## config.mk

```make
export PLATFORM = sky130hd
export DESIGN_NAME = mm_stream
export DESIGN_NICKNAME = d
export VERILOG_FILES = /design/src/rtl/mm_pkg.sv /design/src/rtl/mm_dot.sv /design/src/rtl/mm_cache.sv /design/src/rtl/mm_ctrl.sv /design/src/rtl/mm_stream.sv
export SDC_FILE = /design/constraint.sdc
export NUM_CORES = 1
export LEC_CHECK = 0
export ABC_CLOCK_PERIOD_IN_PS = 15630
export CAP_MARGIN = 5
export CORE_ASPECT_RATIO = 0.8
export CORE_MARGIN = 3
export CORE_UTILIZATION = 50
export CTS_CLUSTER_DIAMETER = 120
export DETAILED_ROUTE_END_ITERATION = 10
export GPL_TIMING_DRIVEN = 0
export PLACE_DENSITY = 0.72
export REMOVE_ABC_BUFFERS = 1
export SYNTH_ARGS = -nofsm -noshare
export SYNTH_HDL_FRONTEND = slang
export SYNTH_SLANG_ARGS = --single-unit
export TNS_END_PERCENT = 30
```

## constraint.sdc

```tcl
create_clock -name clk_i -period 15.63 [get_ports clk_i]
set_input_delay 3.126 -clock clk_i [delete_from_list [all_inputs] [get_ports clk_i]]
set_output_delay 3.126 -clock clk_i [all_outputs]
set_load 0.03 [all_outputs]
```

## src/rtl/mm_pkg.sv

```systemverilog
package mm_pkg;

  typedef enum logic [1:0] {
    ST_IDLE,
    ST_LOAD,
    ST_WRITE,
    ST_DONE
  } mm_state_e;

  function automatic int res_width(input int dw, input int n);
    return 2 * dw + $clog2(n);
  endfunction

endpackage

```

## src/rtl/mm_dot.sv

```systemverilog
module mm_dot #(
  parameter int DW    = 8,
  parameter int INNER = 4,
  parameter int RW    = 18
) (
  input  logic [INNER-1:0][DW-1:0] a_i,
  input  logic [INNER-1:0][DW-1:0] b_i,
  output logic [RW-1:0]            sum_o
);

  logic [INNER-1:0][RW-1:0] prod;

  for (genvar k = 0; k < INNER; k++) begin : g_mul
    assign prod[k] = RW'(a_i[k]) * RW'(b_i[k]);
  end

  // accumulator starts at zero for every result
  always_comb begin
    sum_o = '0;
    for (int k = 0; k < INNER; k++) sum_o = sum_o + prod[k];
  end

endmodule

```

## src/rtl/mm_cache.sv

```systemverilog
module mm_cache #(
  parameter int DW    = 8,
  parameter int INNER = 4,
  parameter int COLS  = 3,
  localparam int KW   = $clog2(INNER + 1),
  localparam int CW   = $clog2(COLS)
) (
  input  logic                     clk_i,
  input  logic                     rst_ni,
  input  logic                     a_we_i,
  input  logic [KW-1:0]            a_idx_i,
  input  logic [DW-1:0]            a_data_i,
  input  logic                     b_we_i,
  input  logic [CW-1:0]            b_col_i,
  input  logic [KW-1:0]            b_idx_i,
  input  logic [DW-1:0]            b_data_i,
  input  logic [CW-1:0]            rd_col_i,
  output logic [INNER-1:0][DW-1:0] a_row_o,
  output logic [INNER-1:0][DW-1:0] b_col_o
);

  logic [INNER-1:0][DW-1:0]            a_row_q;
  logic [COLS-1:0][INNER-1:0][DW-1:0]  b_mem_q;

  for (genvar k = 0; k < INNER; k++) begin : g_arow
    always_ff @(posedge clk_i or negedge rst_ni) begin
      if (!rst_ni)                             a_row_q[k] <= '0;
      else if (a_we_i && a_idx_i == KW'(k))    a_row_q[k] <= a_data_i;
    end
  end

  for (genvar c = 0; c < COLS; c++) begin : g_bcol
    for (genvar k = 0; k < INNER; k++) begin : g_belem
      always_ff @(posedge clk_i or negedge rst_ni) begin
        if (!rst_ni)
          b_mem_q[c][k] <= '0;
        else if (b_we_i && b_col_i == CW'(c) && b_idx_i == KW'(k))
          b_mem_q[c][k] <= b_data_i;
      end
    end
  end

  assign a_row_o = a_row_q;
  assign b_col_o = b_mem_q[rd_col_i];

endmodule

```

## src/rtl/mm_ctrl.sv

```systemverilog
module mm_ctrl
  import mm_pkg::*;
#(
  parameter int ROWS  = 3,
  parameter int INNER = 4,
  parameter int COLS  = 3,
  localparam int KW   = $clog2(INNER + 1),
  localparam int CW   = $clog2(COLS),
  localparam int IW   = $clog2(ROWS)
) (
  input  logic          clk_i,
  input  logic          rst_ni,
  input  logic          start_i,
  input  logic          a_empty_i,
  input  logic          b_empty_i,
  input  logic          r_full_i,
  output logic          a_rd_o,
  output logic          b_rd_o,
  output logic          r_wr_o,
  output logic          done_o,
  output logic [KW-1:0] a_idx_o,
  output logic [KW-1:0] b_idx_o,
  output logic [IW-1:0] row_o,
  output logic [CW-1:0] col_o,
  output mm_state_e     state_o
);

  mm_state_e     state_q;
  logic [IW-1:0] row_q, row_n;
  logic [CW-1:0] col_q, col_n;
  logic [KW-1:0] a_cnt_q, b_cnt_q;
  logic          a_need, b_need, a_fin, b_fin;
  logic          last_col, last_row;

  assign a_need   = a_cnt_q != KW'(INNER);
  assign b_need   = b_cnt_q != KW'(INNER);
  assign a_rd_o   = (state_q == ST_LOAD) && a_need && !a_empty_i;
  assign b_rd_o   = (state_q == ST_LOAD) && b_need && !b_empty_i;
  assign a_fin    = !a_need || (a_rd_o && a_cnt_q == KW'(INNER - 1));
  assign b_fin    = !b_need || (b_rd_o && b_cnt_q == KW'(INNER - 1));
  assign r_wr_o   = (state_q == ST_WRITE) && !r_full_i;
  assign done_o   = state_q == ST_DONE;

  assign last_col = col_q == CW'(COLS - 1);
  assign last_row = row_q == IW'(ROWS - 1);
  assign row_n    = last_col ? row_q + IW'(1) : row_q;
  assign col_n    = last_col ? '0 : col_q + CW'(1);

  always_ff @(posedge clk_i or negedge rst_ni) begin
    if (!rst_ni) begin
      state_q <= ST_IDLE;
      row_q   <= '0;
      col_q   <= '0;
      a_cnt_q <= KW'(INNER);
      b_cnt_q <= KW'(INNER);
    end else begin
      case (state_q)
        ST_IDLE, ST_DONE: begin
          if (start_i) begin
            state_q <= ST_LOAD;
            row_q   <= '0;
            col_q   <= '0;
            a_cnt_q <= '0;
            b_cnt_q <= '0;
          end
        end
        ST_LOAD: begin
          if (a_rd_o) a_cnt_q <= a_cnt_q + KW'(1);
          if (b_rd_o) b_cnt_q <= b_cnt_q + KW'(1);
          if (a_fin && b_fin) state_q <= ST_WRITE;
        end
        ST_WRITE: begin
          if (r_wr_o) begin
            if (last_row && last_col) begin
              state_q <= ST_DONE;
            end else begin
              row_q <= row_n;
              col_q <= col_n;
              // reload A at row start, B during first row
              if (col_n == '0 || row_n == '0) begin
                state_q <= ST_LOAD;
                a_cnt_q <= (col_n == '0) ? '0 : KW'(INNER);
                b_cnt_q <= (row_n == '0) ? '0 : KW'(INNER);
              end
            end
          end
        end
        default: state_q <= ST_IDLE;
      endcase
    end
  end

  assign a_idx_o = a_cnt_q;
  assign b_idx_o = b_cnt_q;
  assign row_o   = row_q;
  assign col_o   = col_q;
  assign state_o = state_q;

endmodule

```

## src/rtl/mm_stream.sv

```systemverilog
module mm_stream
  import mm_pkg::*;
#(
  parameter int  ROWS  = 3,
  parameter int  INNER = 4,
  parameter int  COLS  = 3,
  parameter int  DW    = 8,
  localparam int RW    = res_width(DW, INNER)
) (
  input  logic          clk_i,
  input  logic          rst_ni,
  input  logic          start_i,
  output logic          done_o,
  input  logic [DW-1:0] a_data_i,
  input  logic          a_empty_i,
  output logic          a_rd_o,
  input  logic [DW-1:0] b_data_i,
  input  logic          b_empty_i,
  output logic          b_rd_o,
  output logic [RW-1:0] r_data_o,
  input  logic          r_full_i,
  output logic          r_wr_o
);

  localparam int KW = $clog2(INNER + 1);
  localparam int CW = $clog2(COLS);
  localparam int IW = $clog2(ROWS);

  logic [KW-1:0]            a_idx, b_idx;
  logic [IW-1:0]            row_w;
  logic [CW-1:0]            col_w;
  mm_state_e                state_w;
  logic [INNER-1:0][DW-1:0] a_row, b_col;

  mm_ctrl #(.ROWS(ROWS), .INNER(INNER), .COLS(COLS)) ctrl_i (
    .clk_i    (clk_i),
    .rst_ni   (rst_ni),
    .start_i  (start_i),
    .a_empty_i(a_empty_i),
    .b_empty_i(b_empty_i),
    .r_full_i (r_full_i),
    .a_rd_o   (a_rd_o),
    .b_rd_o   (b_rd_o),
    .r_wr_o   (r_wr_o),
    .done_o   (done_o),
    .a_idx_o  (a_idx),
    .b_idx_o  (b_idx),
    .row_o    (row_w),
    .col_o    (col_w),
    .state_o  (state_w)
  );

  mm_cache #(.DW(DW), .INNER(INNER), .COLS(COLS)) cache_i (
    .clk_i   (clk_i),
    .rst_ni  (rst_ni),
    .a_we_i  (a_rd_o),
    .a_idx_i (a_idx),
    .a_data_i(a_data_i),
    .b_we_i  (b_rd_o),
    .b_col_i (col_w),
    .b_idx_i (b_idx),
    .b_data_i(b_data_i),
    .rd_col_i(col_w),
    .a_row_o (a_row),
    .b_col_o (b_col)
  );

  mm_dot #(.DW(DW), .INNER(INNER), .RW(RW)) dot_i (
    .a_i  (a_row),
    .b_i  (b_col),
    .sum_o(r_data_o)
  );

endmodule

```

Word level (Yosys, flattened, before mapping). Cells that the tools add are included.

Register bits after elaboration: 140. Bits in latches: 0. Bits in writable memories: 0. Bits in read-only memories: 0. Input port bits: 22. Output and inout port bits: 22. Word-level logic and storage cells: 132. Memories kept: 0.

$add $sub $neg: 7. $mul: 4. Div/mod/pow operators: 0. Magnitude comparators: 1. Equality and inequality tests: 22. Shifts and indexed selects: 0. Muxes and demuxes: 30. Bitwise logic cells: 0. Reduce and logical (&&, ||, !) cells: 47.

Operators with widths (number): binary-select mux 32 bit (select 2 bit) (1); multiplier 8 x 8 -> 16 bit (4); adder 18 x 16 -> 18 bit (2); 2-to-1 mux 3 bit (11); 2-to-1 mux 32 bit (1); logical AND 1 bit (27); 2-to-1 mux 2 bit (12); case mux 3 bit (3 select lines) (2); adder 16 x 16 -> 17 bit (1); equality test 3 x 2 -> 1 bit (second input constant) (4); inequality test 2 bit (second input constant) (5); AND reduction 5 bit (2); inequality test 3 bit (second input constant) (3); equality test 2 bit (second input constant) (4); logical NOT 2 bit (4); case mux 2 bit (2 select lines) (2); AND reduction 4 bit (2); adder 3 x 1 -> 3 bit (second input constant) (2); equality test 3 x 1 -> 1 bit (second input constant) (2); logical NOT 3 bit (2); case mux 2 bit (3 select lines) (1); logical NOT 1 bit (5); adder 2 x 1 -> 2 bit (second input constant) (2); equality test 2 x 1 -> 1 bit (second input constant) (2); other kinds (5) (8).

Depth between registers and ports, before layout. Gate-level depths: netlist (run 1).

Depth after elaboration: 8. Mapped depth: 36.

Hierarchy. A second synthesis (run 1) with hierarchy kept.

Cell total of the unflattened synthesis: 1477. Area, all modules: 15655.0 um^2.

By module, submodules not included: mm_dot (times used 1, cells an instance 985, area each 9132.5 um^2, seq. area each 0.0 um^2); mm_cache (times used 1, cells an instance 399, area each 5567.8 um^2, seq. area each 3203.1 um^2); mm_ctrl (times used 1, cells an instance 93, area each 954.7 um^2, seq. area each 302.8 um^2).

Worst setup path before layout (run 1). OpenSTA, ideal clock, no wires.

Path type: reg-to-output. From: register ctrl_i.col_q[0], in the netlist ctrl_i.col_o[0]. To: output port r_data_o[16]. Arrival time: 9103 ps. Required time: 12504 ps. Path slack: 3401 ps. Cell stages (with the launch flop): 34. Buffers on the path: 3. Cells stage by stage: dfrtp_1 -> clkbuf_1 -> nor2b_1 -> clkbuf_1 -> buf_1 -> nand2_1 -> o21ai_1 -> nand2_1 -> fa_1 -> fa_1 -> inv_1 -> fa_1 -> fa_1 -> fa_1 -> inv_1 -> fa_1 -> inv_1 -> ha_1 -> a21o_1 -> a31o_2 -> nor2_1 -> xnor2_1 -> ha_1 -> inv_1 -> fa_1 -> fa_1 -> fa_1 -> inv_1 -> ha_1 -> a21oi_1 -> nand2_1 -> a41oi_1 -> o21ai_0 -> nor3_1.

Word-level cells in the longest chain between the ends: 6.

RTL lines: start, declared (RTL line mm_ctrl.sv:30) `logic [CW-1:0] col_q, col_n;`; start signal, assigned (RTL line mm_ctrl.sv:78) `col_q <= col_n;`; binary-select mux 32 bit (select 2 bit) * (RTL line mm_cache.sv:44) `assign b_col_o = b_mem_q[rd_col_i];`; 2-to-1 mux 32 bit (implied by the code) * (RTL line mm_cache.sv:44); multiplier 8 x 8 -> 16 bit (RTL line mm_dot.sv:14) `assign prod[k] = RW'(a_i[k]) * RW'(b_i[k]);`; adder 16 x 16 -> 17 bit (RTL line mm_dot.sv:20) `for (int k = 0; k < INNER; k++) sum_o = sum_o + prod[k];`; adder 18 x 16 -> 18 bit (RTL line mm_dot.sv:20); adder 18 x 16 -> 18 bit * (RTL line mm_dot.sv:20); end, declared (RTL line mm_stream.sv:20) `output logic [RW-1:0] r_data_o,`.

Every way passes the cells marked *; elsewhere a longest branch is shown, timed or not. The select of a mux whose other input is x is not followed.

Final worst setup path (run 1).
From: register ctrl_i.col_q[1], in the netlist ctrl_i.col_o[1]. To: output port r_data_o[16].

The elaborated chain is that of the path after synthesis.

==> PnR_summary.wiki, run 1 <==
{| class="wikitable"
! Metric !! Value
|-
| Outcome || finished clean
|-
| Max Slew Vio Count || 0
|-
| Leading area contributor after synthesis || sky130_fd_sc_hd__fa_1
|-
| Detailed-route wire length per cell || 17.5 um
|-
| Kind of end point of the critical path || output port
|-
| Initial DRC count || 628
|-
| Number of nets at the end of the flow || 1925
|-
| Transition time at the pin with the least slew margin || 1.27 ns
|-
| Cell at the slowest stage of the critical path || sky130_fd_sc_hd__nor2b_4
|-
| Unique masters post-synth || 53
|-
| Endpoints failing hold || 0
|-
| Setup repair after global routing missed its margin || false
|-
| Cts bufs inserted || 17
|-
| Sequential share of the synthesized area || 22.5%
|-
| Clock root buffer || sky130_fd_sc_hd__clkbuf_16
|-
| Share of the core filled with cells in the final layout || 55.9%
|-
| CTS tree || yes
|-
| Die W || 203 um
|-
| First-pass GRT wire length || 57.8 mm
|-
| Number of fill cells || 2698
|-
| Largest net degree at the start of global routing || 83
|-
| Number of hold buffers added after cts || 0
|-
| Most common flop cell mapped by yosys || sky130_fd_sc_hd__dfrtp_1
|-
| Number of enable flip-flop cells after synthesis || 0
|-
| Synthesized-area fraction occupied by adder cells || 38.9%
|-
| Startpoint-to-endpoint class of the critical path || reg2out
|-
| Number of maximum-capacitance violations || 0
|-
| Height of the die || 164 um
|-
| Num rows || 57
|-
| Arr. time, crit path || 11.76 ns
|-
| Kind of launch point of the worst setup path || flip-flop
|-
| Number of nets still failing antenna checks after routing || 0
|-
| Required time of the critical path || 12.50 ns
|-
| Port bufs || 43
|-
| Dominant cells by area after synthesis || sky130_fd_sc_hd__fa_1 27%, sky130_fd_sc_hd__dfrtp_1 22%, sky130_fd_sc_hd__ha_1 12%
|-
| Skew final || 0.0104 ns
|-
| Total number of vias || 10600
|-
| Global-route congestion overflow total || 0
|-
| Average via count per standard cell || 5.37
|-
| Die area || 33300 um^2
|-
| GRT Util Overall || 21.8%
|-
| Most numerous cell types in the synthesized netlist || 275 x sky130_fd_sc_hd__inv_1, 210 x sky130_fd_sc_hd__fa_1, 166 x sky130_fd_sc_hd__and2_1, 152 x sky130_fd_sc_hd__nand2_1, 149 x sky130_fd_sc_hd__ha_1
|-
| Combinational family with the most area after synthesis || adder cells
|-
| FF+latch count, synth || 140
|-
| Std-Cell Core Area || 30500 um^2
|-
| Tcrit/Tclk final || 95.2%
|-
| Cell with the most instances on the worst path || sky130_fd_sc_hd__fa_1
|-
| Number of top-level design ports || 44
|-
| Antenna fix cells || 0
|-
| DP Wirelength || 27.5 mm
|-
| Post-placement worst setup slack || 1.33 ns
|-
| Worst-path maximum fanout || 39
|-
| Number of antenna violations at the first check in global routing || 0
|-
| Deepest level of the CTS H-tree || 4
|-
| Number of global-route vias before repair || 11300
|-
| GPL Wtd Cong || 0.867
|-
| Final routed wirelength across all metal layers || 34.5 mm
|-
| Compound-cell area share of the yosys netlist || 4.43%
|-
| Largest stage delay, worst path || 0.92 ns
|-
| Synthesized area per cell || 10.3 um^2
|-
| Warnings, synthesis || 0
|-
| Xor and xnor area share after synthesis || 1.35%
|-
| Gates resized, CTS repair || 0
|-
| Post-synth top area share || 27.0%
|-
| # setup viols final || 0
|-
| Clk pin slew, worst setup/hold paths || 0.06 ns
|-
| Max frequency || 0.0672 GHz
|-
| Area share of and/or/nand/nor cells after synthesis || 13.1%
|-
| Mux cell area share after synthesis || 12.2%
|-
| Clk Latency, worst-skew pair || 0.41 ns
|-
| Layout cells sized above 1 || 12.1%
|-
| Post-synthesis instance area || 15600 um^2
|-
| Final period demand of the worst path || 14.88 ns
|-
| Minimum setup slack in the final design || 0.747 ns
|-
| Synthesis-to-layout area growth || 9.57%
|-
| Hold Crit Class || reg2reg
|-
| Number of standard cells after synthesis || 1512
|-
| # DRC || 0
|-
| Initial cell density of the core || 51.1%
|-
| Post-CTS setup buffer count || 0
|-
| Maximum buffer depth of the clock tree || 2
|-
| Asr flop ratio synth || 100%
|-
| Clock Sinks || 140
|-
| Worst slew margin relative to its limit || 14.4%
|-
| Cell with the most instances after synthesis || sky130_fd_sc_hd__inv_1
|-
| Iteration count of the initial detailed-routing pass || 5
|}
final timing paths:
path | startpoint | end | slack [ns] | cells after the start
setup / recovery | ctrl_i.col_o[1] | r_data_o[16] | 0.75 | 31
hold / removal | cache_i.b_mem_q[15] | cache_i.b_mem_q[15] | 0.51 | 1
setup reg to reg | ctrl_i.col_o[1] | cache_i.b_mem_q[81] | 12.54 | 4
hold reg to reg | cache_i.b_mem_q[15] | cache_i.b_mem_q[15] | 0.51 | 1
max in group asynchronous | rst_ni | ctrl_i.a_idx_o[2] | 12.14 | 2
min in group asynchronous | rst_ni | cache_i.b_mem_q[12] | 2.69 | 1
state kept, by name, indices dropped and copies added, names as in the netlist:
name             flops
cache_i.a_row_o     32
cache_i.b_mem_q     96
ctrl_i.row_o         2
ctrl_i.a_idx_o       3
ctrl_i.b_idx_o       3
ctrl_i.state_o       2
ctrl_i.col_o         2
cell type report:
class | instances | area [um^2] | share of cell area [%]
timing repair buffer | 46 | 507 | 2.97
multi-input combinational | 1063 | 10900 | 64.0
inverter | 276 | 1040 | 6.07
sequential | 140 | 3510 | 20.5
clock inverter | 14 | 159 | 0.931
clock buffer | 18 | 429 | 2.51
tap | 413 | 517 | 3.03
per-layer routing:
| layer | GRT usage, % | routed length (um) | vias to the layer above |
|---|---|---|---|
| met3 | 3.05 | 1540 | 37 |
| met1 | 31.7 | 16200 | 5451 |
| met5 | 0 | 0 | - |
| met2 | 35.6 | 16400 | 245 |
| met4 | 4.25 | 459 | 0 |
| li1 | - | - | 4850 |
placed cells by master (no fill, tap or decap), types with 4 or more instances in the layout:
cell type                         synthesis  layout
sky130_fd_sc_hd__inv_1                  275     275
sky130_fd_sc_hd__fa_1                   210     210
sky130_fd_sc_hd__and2_1                 166     166
sky130_fd_sc_hd__nand2_1                152     152
sky130_fd_sc_hd__ha_1                   149     149
sky130_fd_sc_hd__dfrtp_1                138     137
sky130_fd_sc_hd__mux2_2                 134     134
sky130_fd_sc_hd__clkdlybuf4s50_1          0      42
sky130_fd_sc_hd__mux2i_1                 39      39
sky130_fd_sc_hd__o21ai_0                 30      30
sky130_fd_sc_hd__a21oi_1                 27      27
sky130_fd_sc_hd__nor2_1                  19      19
sky130_fd_sc_hd__o21ai_1                 18      18
sky130_fd_sc_hd__clkbuf_16                0      17
sky130_fd_sc_hd__nand3_1                 13      13
sky130_fd_sc_hd__xnor2_1                 12      12
sky130_fd_sc_hd__xor2_1                  12      12
sky130_fd_sc_hd__nand2b_1                 9       9
sky130_fd_sc_hd__a21o_1                   8       8
sky130_fd_sc_hd__nor2_2                   6       6
sky130_fd_sc_hd__nor2b_1                  6       5
sky130_fd_sc_hd__nor3_1                   5       5
sky130_fd_sc_hd__nand4_1                  4       4
through the flow:
step | TNS [ns] | hold slack [ns] | std cells | area (um^2)
2_1_floorplan | 0 | 0.479 | 1479 | 15500
3_3_place_gp | -4.67 | 0.486 | 1935 | 16400
3_5_place_dp | 0 | 0.492 | 1938 | 16500
4_1_cts | 0 | 0.506 | 1970 | 17100
5_1_grt | 0 | 0.510 | 1970 | 17100
6_report | 0 | 0.505 | 1970 | 17100
cell families (layout without fill, tap and decap cells):
kind of cell,count (synthesis),after routing
mux,173,173
compound gates,115,115
xor+xnor,24,24
simple gates,392,392
fa+ha+maj,359,359
flops,140,140
buf+inv,309,354
worst max-delay path, delay by kind of cell (launching register included):
family	cells	cell delay, ns
AOI/OAI and AO/OA	5	1.89
xor gates and xnor gates	1	0.27
adders and majority gates	12	5.52
buffers and inverters	6	0.95
DFF	1	0.85
and+or+nand+nor	7	1.83
Power of run 1 is left out: the tool's default activity adds up to more than one toggle a clock period on the data nets, which glitch-free logic cannot reach.
==> run 2: changes to the inputs <==
GPL_TIMING_DRIVEN = not set   (was 0)
RECOVER_POWER = 25   (was not set)
==> run 2 against run 1 <==
Against the previous run: the flow now finishes with violations (capacitance limit, slew limit); worst setup slack improved by 0.63 ns; global-route usage rose by 1.2 points; maximum frequency rose by 4.4%; core utilization fell by 0.090 points; wire length rose by 5.4%; highest routed layer unchanged; register-to-register slack improved by 0.37 ns; final cell count rose by 0.20%; clock-buffer cell count fell by 1; critical path type unchanged; clock skew rose by 0.0042 ns.
==> PnR_summary.wiki, run 2 (synthesized netlist as in run 1, its figures left out) <==
{| class="wikitable"
! Metric !! Value
|-
| Outcome || finished with violations (was finished clean)
|-
| Violations in the final reports || capacitance limit, slew limit
|-
| Number of maximum-capacitance violations || 2 (was 0)
|-
| Cell at the slowest stage of the critical path || sky130_fd_sc_hd__o41ai_1 (was sky130_fd_sc_hd__nor2b_4)
|-
| Kind of end point of the critical path || output port (unchanged)
|-
| Deepest level of the CTS H-tree || 4 (unchanged)
|-
| # DRC || 0 (unchanged)
|-
| Iteration count of the initial detailed-routing pass || 5 (unchanged)
|-
| Detailed-route wire length per cell || 18.4 um (was 17.5 um)
|-
| Total number of vias || 10700 (was 10600)
|-
| Global-route congestion overflow total || 0 (unchanged)
|-
| Share of the core filled with cells in the final layout || 55.9% (about the same)
|-
| Clk pin slew, worst setup/hold paths || 0.07 ns (was 0.06 ns)
|-
| FF-to-FF setup slack || 12.91 ns (was 12.54 ns)
|-
| Required time of the critical path || 12.50 ns (about the same)
|-
| Average via count per standard cell || 5.43 (was 5.37)
|-
| Final routed wirelength across all metal layers || 36.4 mm (was 34.5 mm)
|-
| Largest Register || cache_i.b_mem_q (unchanged)
|-
| Worst slew margin relative to its limit || -183% (was 14.4%)
|-
| Kind of launch point of the worst setup path || flip-flop (unchanged)
|-
| Number of antenna violations at the first check in global routing || 0 (unchanged)
|-
| Minimum setup slack in the final design || 1.38 ns (was 0.747 ns)
|-
| DP Wirelength || 29.1 mm (was 27.5 mm)
|-
| # setup viols final || 0 (unchanged)
|-
| Initial cell density of the core || 51.1% (unchanged)
|-
| Largest net degree at the start of global routing || 80 (was 83)
|-
| Initial DRC count || 900 (was 628)
|-
| Origin of the critical flop-to-flop path || ctrl_i.col_o[0] (was ctrl_i.col_o[1])
|-
| Cell count of the worst hold path || 1 (unchanged)
|-
| R2r worst-path depth || 5 (was 4)
|-
| Terminating pin of the worst hold path || cache_i.b_mem_q[94] (was cache_i.b_mem_q[15])
|-
| GPL Wtd Cong || 0.893 (was 0.867)
|-
| Die area || 33300 um^2 (unchanged)
|-
| Reg2Reg Capture Point || cache_i.b_mem_q[69] (was cache_i.b_mem_q[81])
|-
| Startpoint-to-endpoint class of the critical path || reg2out (unchanged)
|-
| Cell with the most instances on the worst path || sky130_fd_sc_hd__fa_1 (unchanged)
|-
| Gates resized, CTS repair || 0 (unchanged)
|-
| Number of top-level design ports || 44 (unchanged)
|-
| Height of the die || 164 um (unchanged)
|-
| Number of hold buffers added after cts || 0 (unchanged)
|-
| Max FFs per register || 96 (unchanged)
|-
| Synthesis-to-layout area growth || 9.39% (was 9.57%)
|-
| Antenna fix cells || 0 (unchanged)
|-
| Post-placement worst setup slack || 1.97 ns (was 1.33 ns)
|-
| Number of nets at the end of the flow || 1929 (was 1925)
|-
| Post-place instance area || 16500 um^2 (about the same)
|-
| GRT Util Overall || 23.0% (was 21.8%)
|-
| Skew final || 0.0146 ns (was 0.0104 ns)
|-
| Leading cell types in the layout, fill and taps excluded || 275 x sky130_fd_sc_hd__inv_1, 210 x sky130_fd_sc_hd__fa_1, 166 x sky130_fd_sc_hd__and2_1 (unchanged)
|-
| Startpoint of the tightest hold check path || cache_i.b_mem_q[94] (was cache_i.b_mem_q[15])
|-
| Port bufs || 43 (unchanged)
|-
| Post-CTS setup buffer count || 0 (unchanged)
|-
| Hold Crit Class || reg2reg (unchanged)
|-
| Arr. time, crit path || 11.12 ns (was 11.76 ns)
|-
| Layout cells sized above 1 || 12.2% (was 12.1%)
|-
| CTS tree || yes (unchanged)
|-
| Maximum buffer depth of the clock tree || 2 (unchanged)
|-
| Post-route design area || 17000 um^2 (was 17100 um^2)
|-
| First-pass GRT wire length || 60.3 mm (was 57.8 mm)
|-
| Setup repair after global routing missed its margin || false (unchanged)
|-
| Endpoints failing hold || 0 (unchanged)
|-
| Std-Cell Core Area || 30500 um^2 (unchanged)
|-
| Die W || 203 um (unchanged)
|-
| Clock root buffer || sky130_fd_sc_hd__clkbuf_16 (unchanged)
|-
| Number of global-route vias before repair || 11300 (about the same)
|-
| Number of nets still failing antenna checks after routing || 0 (unchanged)
|-
| Worst-path maximum fanout || 26 (was 39)
|-
| Clk Latency, worst-skew pair || 0.43 ns (was 0.41 ns)
|-
| Transition time at the pin with the least slew margin || 4.25 ns (was 1.27 ns)
|-
| Most common library cell in the layout ignoring fill and taps || sky130_fd_sc_hd__inv_1 (unchanged)
|-
| Max Slew Vio Count || 143 (was 0)
|-
| Tcrit/Tclk final || 91.2% (was 95.2%)
|-
| Clock Sinks || 140 (unchanged)
|-
| Cts bufs inserted || 17 (unchanged)
|-
| Max frequency || 0.0702 GHz (was 0.0672 GHz)
|-
| Num rows || 57 (unchanged)
|-
| Final period demand of the worst path || 14.25 ns (was 14.88 ns)
|-
| Largest stage delay, worst path || 0.74 ns (was 0.92 ns)
|-
| Accumulated negative setup slack || 0 ns (unchanged)
|}
-- run 2: cell types whose count changed in the layout (fill, tap and decap cells not counted), moves of 2 or more --
cell                         change
sky130_fd_sc_hd__buf_4           +6
sky130_fd_sc_hd__inv_6           +4
sky130_fd_sc_hd__buf_16          -2
sky130_fd_sc_hd__clkinvlp_4      -2
-- run 2: final cells by class --
| class | instances | area, um^2 |
|---|---|---|
| Tap cell | 413 | 517 |
| Fill cell | 2650 | 13500 |
| Clock buffer | 17 | 425 |
| Sequential cell | 140 | 3510 |
| Inverter | 276 | 1040 |
| Timing Repair Buffer | 50 | 473 |
| Clock inverter | 15 | 174 |
| Multi-Input combinational cell | 1063 | 10900 |
-- run 2: worst max path at each step --
stage / from / to / slack [ns] / cells past startpoint
detailed placement: ctrl_i.col_o[0] / r_data_o[17] / 1.97 / 29
finish: ctrl_i.col_o[0] / r_data_o[17] / 1.38 / 29
global route: ctrl_i.col_o[0] / r_data_o[17] / 0.88 / 31
global placement: ctrl_i.col_o[0] / r_data_o[17] / 2.24 / 29
CTS: ctrl_i.col_o[0] / r_data_o[17] / 1.47 / 29
floorplan: ctrl_i.col_o[0] / r_data_o[16] / 2.02 / 30
-- run 2: per-stage QoR --
step / hold WS, ns / instances
final: 0.507 / 1974
after global routing: 0.514 / 1974
after CTS: 0.508 / 1974
after detailed placement: 0.492 / 1942
after global placement: 0.486 / 1942
after floorplan: 0.479 / 1479
-- run 2: per-layer routing --
metal	vias up	track usage (%)	routed length, um
li1	4858	-	-
met1	5478	33.8	16700
met2	347	35.4	16300
met3	43	4.85	2670
met4	0	5.22	660
met5	-	0	0
-- run 2: worst max-delay path: cells and delay by family (launching register included) --
kind                       cells  cell delay (ns)
AOI/OAI and AO/OA              5             1.92
DFF                            1             0.56
buffers and inverters          5             1.27
and+or+nand+nor                5             1.13
adders and majority gates     12             5.39
xor gates and xnor gates       2             0.40
Power of run 2 is left out for the same reason.
